<file path="src/rtl/pci_tgt_pkg.sv">
package pci_tgt_pkg;

  typedef enum logic [1:0] {
    RSP_NONE  = 2'd0,
    RSP_DONE  = 2'd1,
    RSP_RETRY = 2'd2,
    RSP_ABORT = 2'd3
  } rsp_e;

  localparam int CMD_W = 4;
  localparam int BE_W  = 4;

endpackage

</file>
<file path="src/rtl/pci_tgt_cmd_decode.sv">
module pci_tgt_cmd_decode
  import pci_tgt_pkg::*;
(
  input  logic [CMD_W-1:0] cmd,
  input  logic [BE_W-1:0]  be,
  output logic             cmd_ok,
  output logic             is_rd,
  output logic             is_wr,
  output logic             be_ok
);

  always_comb begin
    unique case (cmd)
      4'b0010, 4'b0011, 4'b0110, 4'b0111,
      4'b1010, 4'b1011, 4'b1100, 4'b1110, 4'b1111: cmd_ok = 1'b1;
      default:                                     cmd_ok = 1'b0;
    endcase
  end

  assign is_rd = cmd_ok & ~cmd[0];
  assign is_wr = cmd_ok &  cmd[0];

  always_comb begin
    unique case (be)
      4'b1111, 4'b0011, 4'b1100,
      4'b0001, 4'b0010, 4'b0100, 4'b1000: be_ok = 1'b1;
      default:                            be_ok = 1'b0;
    endcase
  end

endmodule

</file>
<file path="src/rtl/pci_tgt_pend_track.sv">
module pci_tgt_pend_track
  import pci_tgt_pkg::*;
#(
  parameter int AW   = 32,
  parameter int MIDW = 3
) (
  input  logic             clk,
  input  logic             rst_n,
  input  logic             set,
  input  logic             clr,
  input  logic [CMD_W-1:0] set_cmd,
  input  logic [AW-1:0]    set_addr,
  input  logic [MIDW-1:0]  set_mid,
  output logic             pend_v,
  output logic [CMD_W-1:0] pend_cmd,
  output logic [AW-1:0]    pend_addr,
  output logic [MIDW-1:0]  pend_mid
);

  logic             v_d;
  logic [CMD_W-1:0] cmd_d;
  logic [AW-1:0]    addr_d;
  logic [MIDW-1:0]  mid_d;
  logic             load_en;

  assign load_en = set;

  always_comb begin
    v_d = pend_v;
    if (set)      v_d = 1'b1;
    else if (clr) v_d = 1'b0;
    cmd_d  = set_cmd;
    addr_d = set_addr;
    mid_d  = set_mid;
  end

  always_ff @(posedge clk or negedge rst_n) begin
    if (!rst_n) pend_v <= 1'b0;
    else        pend_v <= v_d;
  end

  always_ff @(posedge clk or negedge rst_n) begin
    if (!rst_n) begin
      pend_cmd  <= '0;
      pend_addr <= '0;
      pend_mid  <= '0;
    end else if (load_en) begin
      pend_cmd  <= cmd_d;
      pend_addr <= addr_d;
      pend_mid  <= mid_d;
    end
  end

  // a lock is only released by a completing matching access
  a_r8_release_cause: assert property (@(posedge clk) disable iff (!rst_n)
    $fell(pend_v) |-> $past(clr));

  // a lock is only raised by a retry or disconnect decision
  a_r8_raise_cause: assert property (@(posedge clk) disable iff (!rst_n)
    $rose(pend_v) |-> $past(set));

endmodule

</file>
<file path="src/rtl/pci_tgt_gate.sv">
module pci_tgt_gate
  import pci_tgt_pkg::*;
#(
  parameter int AW         = 32,
  parameter int MIDW       = 3,
  parameter int FIFO_DEPTH = 512,
  parameter int LVL_W      = $clog2(FIFO_DEPTH + 1),
  parameter int WORD_BYTES = 4
) (
  input  logic             clk,
  input  logic             rst_n,
  input  logic             addr_vld,
  input  logic [3:0]       cmd,
  input  logic [AW-1:0]    addr,
  input  logic [3:0]       be,
  input  logic [MIDW-1:0]  mst_id,
  input  logic             burst,
  input  logic [LVL_W-1:0] fifo_lvl,
  input  logic             rd_rdy,
  output logic             claim,
  output logic             done,
  output logic             retry,
  output logic             abort,
  output logic             disc,
  output logic             fifo_push
);

  localparam logic [LVL_W-1:0] FULL_LVL = LVL_W'(FIFO_DEPTH);
  localparam logic [AW-1:0]    STEP     = AW'(WORD_BYTES);

  logic             cmd_ok, is_rd, is_wr, be_ok;
  logic             pend_v;
  logic [CMD_W-1:0] pend_cmd;
  logic [AW-1:0]    pend_addr;
  logic [MIDW-1:0]  pend_mid;
  logic             lock_block, pend_match, buf_full;
  logic             take;
  rsp_e             rsp_d, rsp_q;
  logic             claim_d, push_d, burst_d;
  logic             claim_q, push_q, burst_q, disc_q;
  logic             pset, pclr;
  logic [AW-1:0]    pset_addr;

  pci_tgt_cmd_decode u_dec (
    .cmd    (cmd),
    .be     (be),
    .cmd_ok (cmd_ok),
    .is_rd  (is_rd),
    .is_wr  (is_wr),
    .be_ok  (be_ok)
  );

  pci_tgt_pend_track #(.AW(AW), .MIDW(MIDW)) u_pend (
    .clk       (clk),
    .rst_n     (rst_n),
    .set       (pset),
    .clr       (pclr),
    .set_cmd   (cmd),
    .set_addr  (pset_addr),
    .set_mid   (mst_id),
    .pend_v    (pend_v),
    .pend_cmd  (pend_cmd),
    .pend_addr (pend_addr),
    .pend_mid  (pend_mid)
  );

  assign take       = addr_vld & cmd_ok;
  assign lock_block = pend_v & (mst_id != pend_mid);
  assign pend_match = pend_v & (mst_id == pend_mid) &
                      (cmd == pend_cmd) & (addr == pend_addr);
  assign buf_full   = fifo_lvl >= FULL_LVL;

  // Response priority: lock refusal, byte-enable abort, buffer full, read not ready
  always_comb begin
    rsp_d = RSP_NONE;
    if (take) begin
      if (lock_block)          rsp_d = RSP_RETRY;
      else if (!be_ok)         rsp_d = RSP_ABORT;
      else if (buf_full)       rsp_d = RSP_RETRY;
      else if (is_rd && !rd_rdy) rsp_d = RSP_RETRY;
      else                     rsp_d = RSP_DONE;
    end
  end

  always_comb begin
    claim_d   = take;
    push_d    = (rsp_d == RSP_DONE) & is_wr;
    burst_d   = take & burst;
    pset      = ((rsp_d == RSP_RETRY) & ~lock_block) |
                ((rsp_d == RSP_DONE) & burst);
    pset_addr = (rsp_d == RSP_DONE) ? addr + STEP : addr;
    pclr      = (rsp_d == RSP_DONE) & pend_match;
  end

  always_ff @(posedge clk or negedge rst_n) begin
    if (!rst_n) begin
      claim_q <= 1'b0;
      rsp_q   <= RSP_NONE;
      push_q  <= 1'b0;
      burst_q <= 1'b0;
      disc_q  <= 1'b0;
    end else begin
      claim_q <= claim_d;
      rsp_q   <= rsp_d;
      push_q  <= push_d;
      burst_q <= burst_d;
      disc_q  <= (rsp_q == RSP_DONE) & burst_q;
    end
  end

  assign claim     = claim_q;
  assign done      = rsp_q == RSP_DONE;
  assign retry     = rsp_q == RSP_RETRY;
  assign abort     = rsp_q == RSP_ABORT;
  assign fifo_push = push_q;
  assign disc      = disc_q;

  // claim follows an address strobe by one cycle
  a_r3_claim_timing: assert property (@(posedge clk) disable iff (!rst_n)
    claim |-> $past(addr_vld));

  // a claimed access carries exactly one ending
  a_r3_one_ending: assert property (@(posedge clk) disable iff (!rst_n)
    claim |-> $onehot({done, retry, abort}));

  // no ending without a claim
  a_r3_no_stray: assert property (@(posedge clk) disable iff (!rst_n)
    (done | retry | abort) |-> claim);

  // nothing completes against a full buffer
  a_r5_full_blocks: assert property (@(posedge clk) disable iff (!rst_n)
    done |-> ($past(fifo_lvl) < FULL_LVL) || $past(lock_block));

  // a push only accompanies a completion
  a_r6_push_done: assert property (@(posedge clk) disable iff (!rst_n)
    fifo_push |-> done);

  // a disconnect only follows a completed phase
  a_r7_disc_after_done: assert property (@(posedge clk) disable iff (!rst_n)
    disc |-> $past(done));

endmodule

</file>
<file path="config.mk">
export PLATFORM = sky130hd
export DESIGN_NAME = pci_tgt_gate
export DESIGN_NICKNAME = d
export VERILOG_FILES = /design/src/rtl/pci_tgt_pkg.sv /design/src/rtl/pci_tgt_cmd_decode.sv /design/src/rtl/pci_tgt_pend_track.sv /design/src/rtl/pci_tgt_gate.sv
export SDC_FILE = /design/constraint.sdc
export NUM_CORES = 1
export LEC_CHECK = 0
export ABC_CLOCK_PERIOD_IN_PS = 2020
export BUFFER_PORTS_ARGS = -buffer_cell sky130_fd_sc_hd__buf_2
export CORE_ASPECT_RATIO = 0.75
export CORE_MARGIN = 4
export CORE_UTILIZATION = 35
export CTS_BUF_LIST = sky130_fd_sc_hd__clkbuf_16
export DETAILED_ROUTE_END_ITERATION = 8
export GPL_TIMING_DRIVEN = 0
export PLACE_DENSITY_LB_ADDON = 0.15
export SYNTH_ARGS = -nofsm -noshare
export SYNTH_HDL_FRONTEND = slang
export SYNTH_SLANG_ARGS = --single-unit
</file>
<file path="constraint.sdc">
create_clock -name clk -period 2.02 [get_ports clk]
set_input_delay 0.202 -clock clk [delete_from_list [all_inputs] [get_ports clk]]
set_output_delay 0.202 -clock clk [all_outputs]
set_load 0.03 [all_outputs]
</file>
### After elaboration in Yosys (flattened, before gate mapping)

Memory sizes are Yosys's and may differ from the RTL's.
Cells that the tools add are included.

* output and inout port bits: 6
* input bits: 58
* memories kept: 1
* bits in read-only memories: 16
* word-level logic and storage cells: 57
* flip-flop bits (word level): 46

* $add $sub $neg: 1
* muxes and demuxes: 9
* $lt $le $gt $ge: 1
* eq/ne operators: 16
* reduce and logical (&&, ||, !) cells: 4
* bitwise gates (word level): 16

Memory list
* (no name shown): depth 16, width 1, rd ports 1, clocked after memory_dff 0, write ports 0, RTL line pci_tgt_cmd_decode.sv:13 `unique case (cmd)`

Operator list (count)
* $add A32 B3 Y32 const B: 1
* $eq A32 B32 Y1: 1
* $mux W32: 1
* $and A1 B1 Y1: 13
* $eq A4 B4 Y1 const B: 3
* $ge A10 B10 Y1 const B: 1
* $mux W2: 5
* $eq A4 B2 Y1 const B: 2
* $reduce_or A7 Y1: 1
* $eq A2 B2 Y1 const B: 3
* $eq A2 B1 Y1 const B: 2
* $eq A4 B1 Y1 const B: 1
* $eq A4 B3 Y1 const B: 1
* $eq A4 B4 Y1: 1
* $eq A3 B3 Y1: 1
* $mux W1: 3
* $ne A3 B3 Y1: 1
* $not A1 Y1: 2
* $reduce_bool A2 Y1: 1
* $logic_and A1 B1 Y1: 1
* $logic_not A1 Y1: 1
* $or A1 B1 Y1: 1

### Longest topological paths before layout

Gate-level depths: netlist (run 1).

* word-level depth: 12
* mapped depth: 8
* gate-level depth less buffers: 6

### Cells and area by module

Synthesis (run 1) repeated with hierarchy kept, for this count alone.

* cell total of the unflattened synthesis: 261
* area total of the unflattened synthesis: 2885.3 sq um

Modules (own cells, without submodules)
* pci_tgt_pend_track: instances 1, cells each 85, seq. area each 1001.0 sq um, area an instance 1496.4 sq um
* pci_tgt_gate: instances 1, cells each 166, seq. area each 150.1 sq um, area an instance 1336.3 sq um
* pci_tgt_cmd_decode: instances 1, cells each 10, seq. area each 0.0 sq um, area an instance 52.6 sq um

### Worst setup path before layout (run 1)

Ideal clock, no wire load.

* kind: reg-to-reg
* start point: register u_pend.pend_mid[0]
* end point: register u_pend.pend_addr[0]
* slack: 66 ps
* arrival time: 1829 ps
* period minus slack after synthesis: 1954 ps
* data required time: 1895 ps
* stages on the path, launching flop included: 7
* cell sequence: dfrtp_1 -> xor2_1 -> o31ai_4 -> o211ai_4 -> nor2_2 -> buf_2 -> mux2_2

* word-level cells in the longest chain between the ends: 7

RTL lines
* start, declared: RTL line pci_tgt_pend_track.sv:17 `output logic [MIDW-1:0] pend_mid`
* start signal, assigned: RTL line pci_tgt_pend_track.sv:50 `pend_mid <= mid_d;`
* $ne A3 B3 Y1 *: RTL line pci_tgt_gate.sv:68 `assign lock_block = pend_v & (mst_id != pend_mid);`
* $and A1 B1 Y1 *: RTL line pci_tgt_gate.sv:68
* $mux W2: RTL line pci_tgt_gate.sv:77 `if (lock_block) rsp_d = RSP_RETRY;`
* $mux W2: RTL line pci_tgt_gate.sv:76 `if (take) begin`
* $eq A2 B2 Y1 or $eq A2 B1 Y1 (tied branches): RTL line pci_tgt_gate.sv:89, pci_tgt_gate.sv:90, pci_tgt_gate.sv:91
* $and A1 B1 Y1, on equally long branches: RTL line pci_tgt_gate.sv:89, pci_tgt_gate.sv:90
* $or A1 B1 Y1: RTL line pci_tgt_gate.sv:89 `pset = ((rsp_d == RSP_RETRY) & ~lock_block) |`
* end signal, assigned: RTL line pci_tgt_pend_track.sv:49 `pend_addr <= addr_d;`
* end, declared: RTL line pci_tgt_pend_track.sv:16 `output logic [AW-1:0] pend_addr,`

Every way passes the cells marked *; elsewhere a longest branch is shown, timed or not.
A chain may end at the register's enable or synchronous reset.

### Worst setup path after layout (run 1)

* start point: register u_pend.pend_mid[0]
* end point: register u_pend.pend_cmd[1]

* word-level cells in the longest chain between the ends: 7

RTL lines
* $ne A3 B3 Y1 *: RTL line pci_tgt_gate.sv:68
* $and A1 B1 Y1 *: RTL line pci_tgt_gate.sv:68
* $mux W2: RTL line pci_tgt_gate.sv:77
* $mux W2: RTL line pci_tgt_gate.sv:76
* $eq A2 B2 Y1 or $eq A2 B1 Y1 (tied branches): RTL line pci_tgt_gate.sv:89, pci_tgt_gate.sv:90
* $and A1 B1 Y1, on equally long branches: RTL line pci_tgt_gate.sv:89, pci_tgt_gate.sv:90
* $or A1 B1 Y1 *: RTL line pci_tgt_gate.sv:89
* end signal, assigned: RTL line pci_tgt_pend_track.sv:48 `pend_cmd <= cmd_d;`
* end, declared: RTL line pci_tgt_pend_track.sv:15 `output logic [CMD_W-1:0] pend_cmd,`

Marks and branches as above.

==> metrics.txt, run 1 <==
largest net degree at the start of global routing=47; initial antenna violation count=0; gr usage total=17.2%; critical path arrival=around 2.2 ns; clk buf depth=2; Fin. Hold Viols=0; Final Power=a little over 4000 uW; register share of total power=40.5%; Mapped Nets=379; final setup fails=9; Clk pin slew, worst setup/hold paths=about 0.07 ns; Clock Skew=0.00897 ns; switching power summed over all nets=1460 uW; layout cells sized above 1=a little under a third; Post-Layout Cell Count=494; worst hold margin=0.126 ns; Comb pwr share=38.6%; total die area=between 10000 and 15000 sq um; Netlist Area Pre-Place=around 3000 sq um; Sw Share=36.2%; mean routed wirelength per cell=approximately 18 um; final instance area=3810 sq um; Setup Crit Path Kind=reg2reg; Fillers=810; critical path's largest stage delay=roughly 0.40 ns; nets=447; Clk pwr share=20.8%; Min-Delay Path Class=in2async; Boundary Pins=64; clk_lat worst skew=0.29 ns; initial core utilization=36.8%; failing checks=setup timing; Core ar.=8060 sq um; leading area contributor after synthesis=dfrtp_1; Via density=roughly 5.4; EDFF count, synth=0; PortBufs=51; Mean Syn Cell Area=9.26 sq um; Crit Path Max Fanout=7; Syn-to-layout area delta=28.6%; peak supply drop=0.000443 V; Power Density=1060 nW/um^2; routability cong.=0.842; leakage=0.00150 uW; DRC errors left=0; CP Capture Type=flip-flop; # H-tree levels=2; sequential area share after synthesis=38.9%; Syn. warnings=0; Slew HR=25.1%; cts bufs inserted=5; drt first-iter violations=239; CTS tree=built; critical-path cell list=xor2_2, o31ai_4, o211ai_4, nor2_4, buf_8, mux2_4; vias in the first global route=2459; std cell rows=28; R2R depth=6; Startpoint Class=flip-flop; top post-synthesis cells by area=dfrtp_1 39%, xnor2_1 14%, nor2_1 5.1%; CP Data Required Time=2.20 ns; fin util=47.3%; Die W=114 um; Sink Count=46; Final min period=2.04 ns; Pins Over Slew Limit=0; Period Utilization, post-route=101%; DP Wirelength=6310 um; cell internal pwr=2570 uW; most common flop cell mapped by yosys=dfrtp_1; top cell type's share of synthesized area=between 30 and 40%; CP Buf/Inv Count=1; DP Area=around 3300 sq um; DP Cell Count=476; antenna viol nets, final=0; global-route wire length before repair=roughly 13000 um; Root Driver=clkbuf_16; RSZ-0062 raised after global routing=yes; First-pass DRT Iterations=6; die height=87.7 um; Yosys cell types=45; Crit-path slowest cell=dfrtp_1; Async SR Flop Fraction=100%; family with the most delay on the worst path=compound AO/OA/AOI/OAI gates; fin worst setup slack=-0.0244 ns; ANT cells=0; number of synthesized register bits=46; Max Fclk=roughly 490 MHz; worst-margin pin slew=roughly 1.1 ns; vias=2651; max cap viols=0; GRT overflow=0; drt total wl=roughly 8800 um; Cells after Synth=320; Crit. path cell count=6; outcome=finished, violations left
==> layout make-up <==
type | instances | area (sq um) | share of cell area [%]
Clock buffer | 5 | 125 | 3.28
Inverter | 2 | 7.51 | 0.197
Clock inverter | 3 | 21.3 | 0.558
Tap cell | 105 | 131 | 3.45
Timing Repair Buffer | 61 | 373 | 9.78
Buffer | 12 | 114 | 2.99
Multi-Input combinational cell | 260 | 1890 | 49.5
Sequential cell | 46 | 1150 | 30.2
==> registers in the layout (all words and copies together) (netlist names) <==
register	flops
burst_q	1
claim	1
u_pend.pend_addr	32
rsp_q	2
u_pend.pend_mid	3
fifo_push	1
u_pend.pend_cmd	4
u_pend.pend_v	1
disc	1
==> cells in the mapped netlist, drive strengths merged, types with 7 or more instances <==
cell type / count
a21oi: 25
a31oi: 7
buf: 8
dfrtp: 46
mux2: 9
nand2: 21
nand3: 11
nand4: 21
nor2: 41
nor3: 14
nor4: 8
o21ai: 9
xnor2: 48
xor2: 13
==> cells by family after synthesis <==
group / synth area share, %
AND/OR/NAND/NOR: 24.2
XOR/XNOR: 18.0
AO/OA/AOI/OAI: 12.3
flip-flops: 38.9
buffers and inverters: 2.41
multiplexers: 3.76
adder cells (fa/ha/maj): 0.422
==> power by group through the flow <==
stage	registers, uW	logic (uW)	clock network, uW
2_1_floorplan	1590	969	0
3_3_place_gp	1610	1320	0
3_5_place_dp	1640	1340	0
4_1_cts	1620	1400	854
5_1_grt	1680	1710	891
6_report	1630	1560	839
==> final timing paths <==
| path | startpoint | to | slack [ns] |
|---|---|---|---|
| hold reg to reg | burst_q | disc | 0.45 |
| setup / recovery | u_pend.pend_mid[0] | u_pend.pend_cmd[1] | -0.02 |
| min in group clk | burst | burst_q | 0.16 |
| hold / removal | rst_n | disc | 0.13 |
| max in group asynchronous | rst_n | u_pend.pend_addr[10] | 1.20 |
| setup reg to reg | u_pend.pend_mid[0] | u_pend.pend_cmd[1] | -0.02 |
==> cell usage in the layout (no fill, tap or decap), types with 11 or more instances in the layout <==
cell     synthesis  final
a21oi_1         23     17
buf_2            7     53
dfrtp_1         46     46
nand2_1         21     19
nand3_1         11     11
nand4_1         20     20
nor2_1          40     40
xnor2_1         48     48
xor2_1          13     11
==> what timing repair did <==
action,4_1_cts,5_1_grt
setup endpoints to repair,37,37
pin swaps,9,16
gates cloned,0,3
hold buffers,0,0
gates resized for setup,11,44
buffers inserted,4,3
==> through the flow <==
step | worst slack [ns] | TNS (ns)
final | -0.0244 | -0.157
after global routing | -0.115 | -2.43
after CTS | -0.0190 | -0.0202
after detailed placement | -0.269 | -8.53
after global placement | -0.249 | -8.02
after floorplan | 0.0660 | 0
==> per-layer routing <==
layer	routed length, um	part of all wire, %	global-route usage [%]	vias to the layer above
met5	0	0	0	-
met4	32	0.36	2.48	0
met3	673	7.6	4.35	4
met2	3720	42	24.8	78
met1	4380	50	26.3	1295
li1	-	-	-	1274
Note: power is estimated with default switching activity, not from simulation.
==> run 2: changes to the inputs <==
--- a/config.mk
+++ b/config.mk
@@ -5,6 +5,7 @@
 export SDC_FILE = /design/constraint.sdc
 export NUM_CORES = 1
 export LEC_CHECK = 0
+export ABC_AREA = 1
 export ABC_CLOCK_PERIOD_IN_PS = 2020
 export BUFFER_PORTS_ARGS = -buffer_cell sky130_fd_sc_hd__buf_2
 export CORE_ASPECT_RATIO = 0.75
==> metrics.txt, run 2 <==
most common flop cell mapped by yosys=dfrtp_1; RSZ-0062 raised after global routing=no; leading area contributor after synthesis=nand2_1; antenna viol nets, final=0 (unchanged); Fin. Hold Viols=0 (unchanged); Via density=4.53 (-16%); clk_lat worst skew=0.30 ns (about the same); Die W=126 um (+11%); std cell rows=32 (+14%); most common cell after layout, fill and taps aside=nand2_1; top post-synthesis cells by area=nand2_1 37%, dfrtp_1 31%, nor2_1 7.9%; EDFF count, synth=0 (unchanged); Final Power=3780 uW (-6.0%); total die area=12200 sq um (+22%); Mean Syn Cell Area=5.72 sq um (-38%); ANT cells=0 (unchanged); GRT overflow=0 (unchanged); Sink Count=46 (unchanged); Clk pin slew, worst setup/hold paths=0.06 ns (about the same); Final min period=1.80 ns (-0.248 ns); Crit Path Max Fanout=10 (+3); Syn. warnings=0 (unchanged); outcome=finished clean; CP Data Required Time=2.20 ns (about the same); Mapped Nets=703 (+85%); Syn-to-layout area delta=16.6%; clk buf depth=2 (unchanged); initial core utilization=35.8% (-0.97 points); drt first-iter violations=208 (-13%); top flop regs=u_pend.pend_addr x32, u_pend.pend_cmd x4, u_pend.pend_mid x3; # H-tree levels=2 (unchanged); Clock Skew=0.00602 ns (-0.00295 ns); Max Fclk=557 MHz (+14%); initial antenna violation count=0 (unchanged); top cell type's share of synthesized area=37.2% (-1.7 points); Yosys cell types=28 (-38%); top-count cell post-synth=nand2_1; cell mode on critical path=nand2_1; Root Driver=clkbuf_16; die height=96.8 um (+10%); R2R depth=10 (+4); critical path arrival=1.98 ns (-0.24 ns); largest net degree at the start of global routing=47 (unchanged); Crit-path slowest cell=dfrtp_1; Hold Buf Count CTS=0 (unchanged); drt total wl=10600 um (+21%); fin util=41.7% (-5.6 points); max cap viols=0 (unchanged); Slew HR=27.5% (+2.4 points); crit path launch=u_pend.pend_mid[1]; Reg with most FFs=u_pend.pend_addr; critical-path cell list=xnor2_1, nand3_1, nand2_1, nand2_2, nor2_4, inv_2, buf_4, buf_6, nand2_1, nand2_1; final setup fails=0 (-9); Startpoint Class=flip-flop; setup repair bufs after CTS=0 (-4); most frequent cells after synthesis=365 x nand2_1, 78 x nor2_1, 65 x inv_1; layout cells sized above 1=12.2% (-19 points); number of synthesized register bits=46 (unchanged); CTS tree=built; cts bufs inserted=5 (unchanged); worst-margin pin slew=1.09 ns (-0.0361 ns); RR Endpoint=u_pend.pend_addr[22]; DRC errors left=0 (unchanged); worst reg2reg startpoint=u_pend.pend_mid[1]; sequential area share after synthesis=31.3% (-7.6 points); vias in the first global route=3623 (+47%); Power Density=881 nW/um^2 (-17%); Netlist Area Pre-Place=3680 sq um (+24%); gr usage total=18.0% (+0.83 points); critical path's largest stage delay=0.39 ns (about the same); DP Wirelength=8530 um (+35%); nets=764 (+71%); Period Utilization, post-route=88.9% (-12 points); Setup Crit Path Kind=reg2reg; Min-Delay Path Class=in2async; PortBufs=54 (+5.9%); leakage=0.00245 uW (+63%); R2R setup slack=0.22 ns (+0.25 ns); peak supply drop=0.000375 V (-15%); Pins Over Slew Limit=0 (unchanged); Fillers=1178 (+45%); routability cong.=0.908 (+7.8%); Core ar.=10300 sq um (+28%); number of flip-flops in the largest register=32 (unchanged); # resized after CTS=0 (-11); most frequent cells in the layout=365 x nand2_1, 77 x nor2_1, 66 x inv_1; family with the most delay on the worst path=simple AND/OR/NAND/NOR gates; CP Buf/Inv Count=3 (+2); Boundary Pins=64 (unchanged); CP Capture Type=flip-flop; Cells after Synth=644 (+100%); global-route wire length before repair=17900 um (+35%); Async SR Flop Fraction=100% (unchanged); First-pass DRT Iterations=5 (-1); mean routed wirelength per cell=12.6 um (-29%); vias=3815 (+44%)
==> run 2: changes by cell type after synthesis, moves of 12 or more <==
cell     previous run  this run
nand4_1            20         1
nor3_1             13         1
nand2_1            21       365
inv_1               2        65
a21oi_1            23         2
xnor2_1            48        12
nor2_1             40        78
==> run 2: routing by layer <==
metal	part of all wire [%]	wire (um)	vias to the layer above	global-route usage (%)
li1	-	-	2027	-
met1	54	5730	1722	27.5
met2	41	4360	56	26.3
met3	4.1	432	10	3.53
met4	0.84	89	0	3.38
met5	0	0	-	0
==> run 2: area by class of cell <==
class | instances | area, sq um | share of cell area (%)
buffer | 14 | 92.6 | 2.16
clock buffer | 5 | 125 | 2.91
clock inverter | 3 | 41.3 | 0.962
inverter | 67 | 251 | 5.86
multi-input combinational | 517 | 2190 | 51.0
sequential | 46 | 1150 | 26.8
tap | 136 | 170 | 3.96
timing repair buffer | 54 | 270 | 6.29
==> run 2: worst max-delay path by stage <==
| stage | cells after the start | slack, ns | end |
|---|---|---|---|
| final | 10 | 0.22 | u_pend.pend_addr[22] |
| after global routing | 10 | 0.05 | u_pend.pend_addr[5] |
| after CTS | 8 | 0.11 | u_pend.pend_addr[6] |
| after detailed placement | 11 | -0.14 | u_pend.pend_addr[18] |
| after global placement | 11 | -0.14 | u_pend.pend_addr[18] |
| after floorplan | 10 | 0.54 | u_pend.pend_addr[6] |
==> run 2: power by group <==
part	switching (uW)	total [uW]	internal (uW)
Sequential	263	1560	1300
Clock	377	957	580
Combinational	743	1270	523
Total	1380	3780	2400
==> run 2: stage by stage <==
step           setup TNS [ns]  instances  setup slack [ns]  cell area, sq um  hold slack [ns]
2_1_floorplan               0        644             0.539              3680          -0.0936
3_3_place_gp           -0.314        834            -0.138              4120            0.431
3_5_place_dp           -0.357        834            -0.137              4120            0.438
4_1_cts                     0        842             0.112              4290            0.134
5_1_grt                     0        842            0.0520              4290            0.142
6_report                    0        842             0.224              4290            0.111
==> run 2: cells by family (layout without fill, tap and decap cells) <==
logic type                 Yosys count  in the layout  synth area share, %
xor gates and xnor gates            26             26                 6.18
adders and majority gates            1              1                0.340
DFF                                 46             46                 31.2
AOI/OAI and AO/OA                   15             15                 2.65
buffers and inverters               81            143                 9.31
and+or+nand+nor                    475            475                 50.3
==> run 3: changes to the inputs <==
--- a/config.mk
+++ b/config.mk
@@ -15,6 +15,7 @@
 export DETAILED_ROUTE_END_ITERATION = 8
 export GPL_TIMING_DRIVEN = 0
 export PLACE_DENSITY_LB_ADDON = 0.15
+export RECOVER_POWER = 50
 export SYNTH_ARGS = -nofsm -noshare
 export SYNTH_HDL_FRONTEND = slang
 export SYNTH_SLANG_ARGS = --single-unit
==> metrics.txt, run 3 (synthesis gave the netlist of run 2 again) <==
Via density=4.52 (-0.31%); CTS tree=built; antenna viol nets, final=0 (unchanged); clk buf depth=2 (unchanged); Final Power=3780 uW (-0.11%); outcome=finished clean; First-pass DRT Iterations=4 (-1); nets=764 (unchanged); RR Endpoint=u_pend.pend_addr[22]; # H-tree levels=2 (unchanged); std cell rows=32 (unchanged); most common cell after layout, fill and taps aside=nand2_1; CP Capture Type=flip-flop; Crit Path Max Fanout=10 (unchanged); Pins Over Slew Limit=0 (unchanged); leakage=0.00244 uW (-0.18%); ANT cells=0 (unchanged); Clk pin slew, worst setup/hold paths=0.06 ns (about the same); mean routed wirelength per cell=12.6 um (+0.15%); Die W=126 um (unchanged); GRT overflow=0 (unchanged); cts bufs inserted=5 (unchanged); Power Density=883 nW/um^2 (+0.16%); Startpoint Class=flip-flop; RSZ-0062 raised after global routing=no; Fin. Hold Viols=0 (unchanged); Min-Delay Path Class=in2reg; die height=96.8 um (unchanged); total die area=12200 sq um (unchanged); Core ar.=10300 sq um (unchanged); Sink Count=46 (unchanged); CP Data Required Time=2.21 ns (about the same); worst reg2reg startpoint=u_pend.pend_mid[1]; R2R depth=10 (unchanged); peak supply drop=0.000375 V (about the same); drt first-iter violations=223 (+7.2%); DRC errors left=0 (unchanged); final setup fails=0 (unchanged); most frequent cells in the layout=365 x nand2_1, 77 x nor2_1, 67 x inv_1; initial antenna violation count=0 (unchanged); initial core utilization=35.8% (unchanged); routability cong.=0.908 (unchanged); critical path arrival=2.00 ns (+0.02 ns); R2R setup slack=0.21 ns (-0.02 ns); hold endpoint=u_pend.pend_addr[0]; Hold Buf Count CTS=0 (unchanged); setup tns final=0 ns (unchanged); max cap viols=0 (unchanged); Max Fclk=552 MHz (-0.92%); Syn-to-layout area delta=16.3%; Clock Skew=0.00511 ns (-0.000911 ns); number of flip-flops in the largest register=32 (unchanged); clk_lat worst skew=0.30 ns (about the same); DP Wirelength=8530 um (unchanged); Root Driver=clkbuf_16; global-route wire length before repair=17900 um (unchanged); vias=3803 (-0.31%); Reg with most FFs=u_pend.pend_addr; Setup Crit Path Kind=reg2reg; Slew HR=18.9% (-8.6 points); worst-margin pin slew=1.22 ns (+0.130 ns); Worst Hold Launch=addr[0]; top flop regs=u_pend.pend_addr x32, u_pend.pend_cmd x4, u_pend.pend_mid x3; gr usage total=18.0% (unchanged); vias in the first global route=3623 (unchanged); Boundary Pins=64 (unchanged); Period Utilization, post-route=89.7% (+0.83 points); Final min period=1.81 ns (+0.0167 ns); hold path cells=3; largest net degree at the start of global routing=47 (unchanged); layout cells sized above 1=11.9% (-0.28 points); drt total wl=10600 um (+0.15%); PortBufs=54 (unchanged)
## run 3: cell types whose count changed in the layout (fill, tap and decap cells not counted), sizes merged
cell / delta
clkbuf: +1
buf: -1
## run 3: critical path: stages (launching register included)
cell	delay, ns
dfrtp_1	0.39
xnor2_1	0.16
nand3_1	0.16
nand2_1	0.16
nand2_2	0.10
nor2_4	0.23
inv_2	0.05
buf_4	0.18
buf_6	0.15
nand2_1	0.06
nand2_1	0.05
## run 3: metal layers
metal  global-route usage [%]  share of wire (%)  wire (um)  up-vias
li1                         -                  -          -     2027
met1                     27.5                 53       5590     1706
met2                     26.3                 41       4390       60
met3                     3.53                5.4        571       10
met4                     3.38               0.84         89        0
met5                        0                  0          0        -
## run 3: cell type report
| cell class | count | area [sq um] |
|---|---|---|
| buffer | 14 | 92.6 |
| clock buffer | 5 | 125 |
| clock inverter | 3 | 41.3 |
| fill | 1180 | 6010 |
| inverter | 67 | 251 |
| multi-input combinational | 517 | 2180 |
| sequential | 46 | 1150 |
| tap | 136 | 170 |
| timing repair buffer | 54 | 270 |
## run 3: how the worst max path moves through the flow
stage	start	to	slack [ns]	depth (start not counted)
4_1_cts	u_pend.pend_mid[1]	u_pend.pend_addr[6]	0.11	8
3_5_place_dp	addr[2]	u_pend.pend_addr[18]	-0.14	11
5_1_grt	u_pend.pend_mid[0]	u_pend.pend_addr[5]	0.03	10
2_1_floorplan	u_pend.pend_mid[0]	u_pend.pend_addr[6]	0.54	10
6_report	u_pend.pend_mid[1]	u_pend.pend_addr[22]	0.21	10
3_3_place_gp	addr[2]	u_pend.pend_addr[18]	-0.14	11
## run 3: power breakdown
group	total (uW)	leakage (uW)	internal, uW	switching (uW)
registers	1560	0.000578	1300	261
logic	1260	0.00178	521	740
clock network	961	0.0000812	580	380
total	3780	0.00244	2400	1380
## run 3: metrics by stage
stage	utilization, %	hold slack (ns)	worst slack [ns]	instance area, sq um	instances
CTS	41.7	0.134	0.112	4290	842
detailed placement	40.1	0.438	-0.137	4120	834
floorplan	-	-0.0936	0.539	3680	644
global route	41.6	0.142	0.0298	4280	842
finish	41.6	0.132	0.207	4280	842
global placement	40.1	0.431	-0.138	4120	834
## run 3: repair_timing
item / in CTS / in global routing
resized for setup: 0 / 2
endpoints found under the setup margin: 0 / 10
setup buffers: 0 / 0
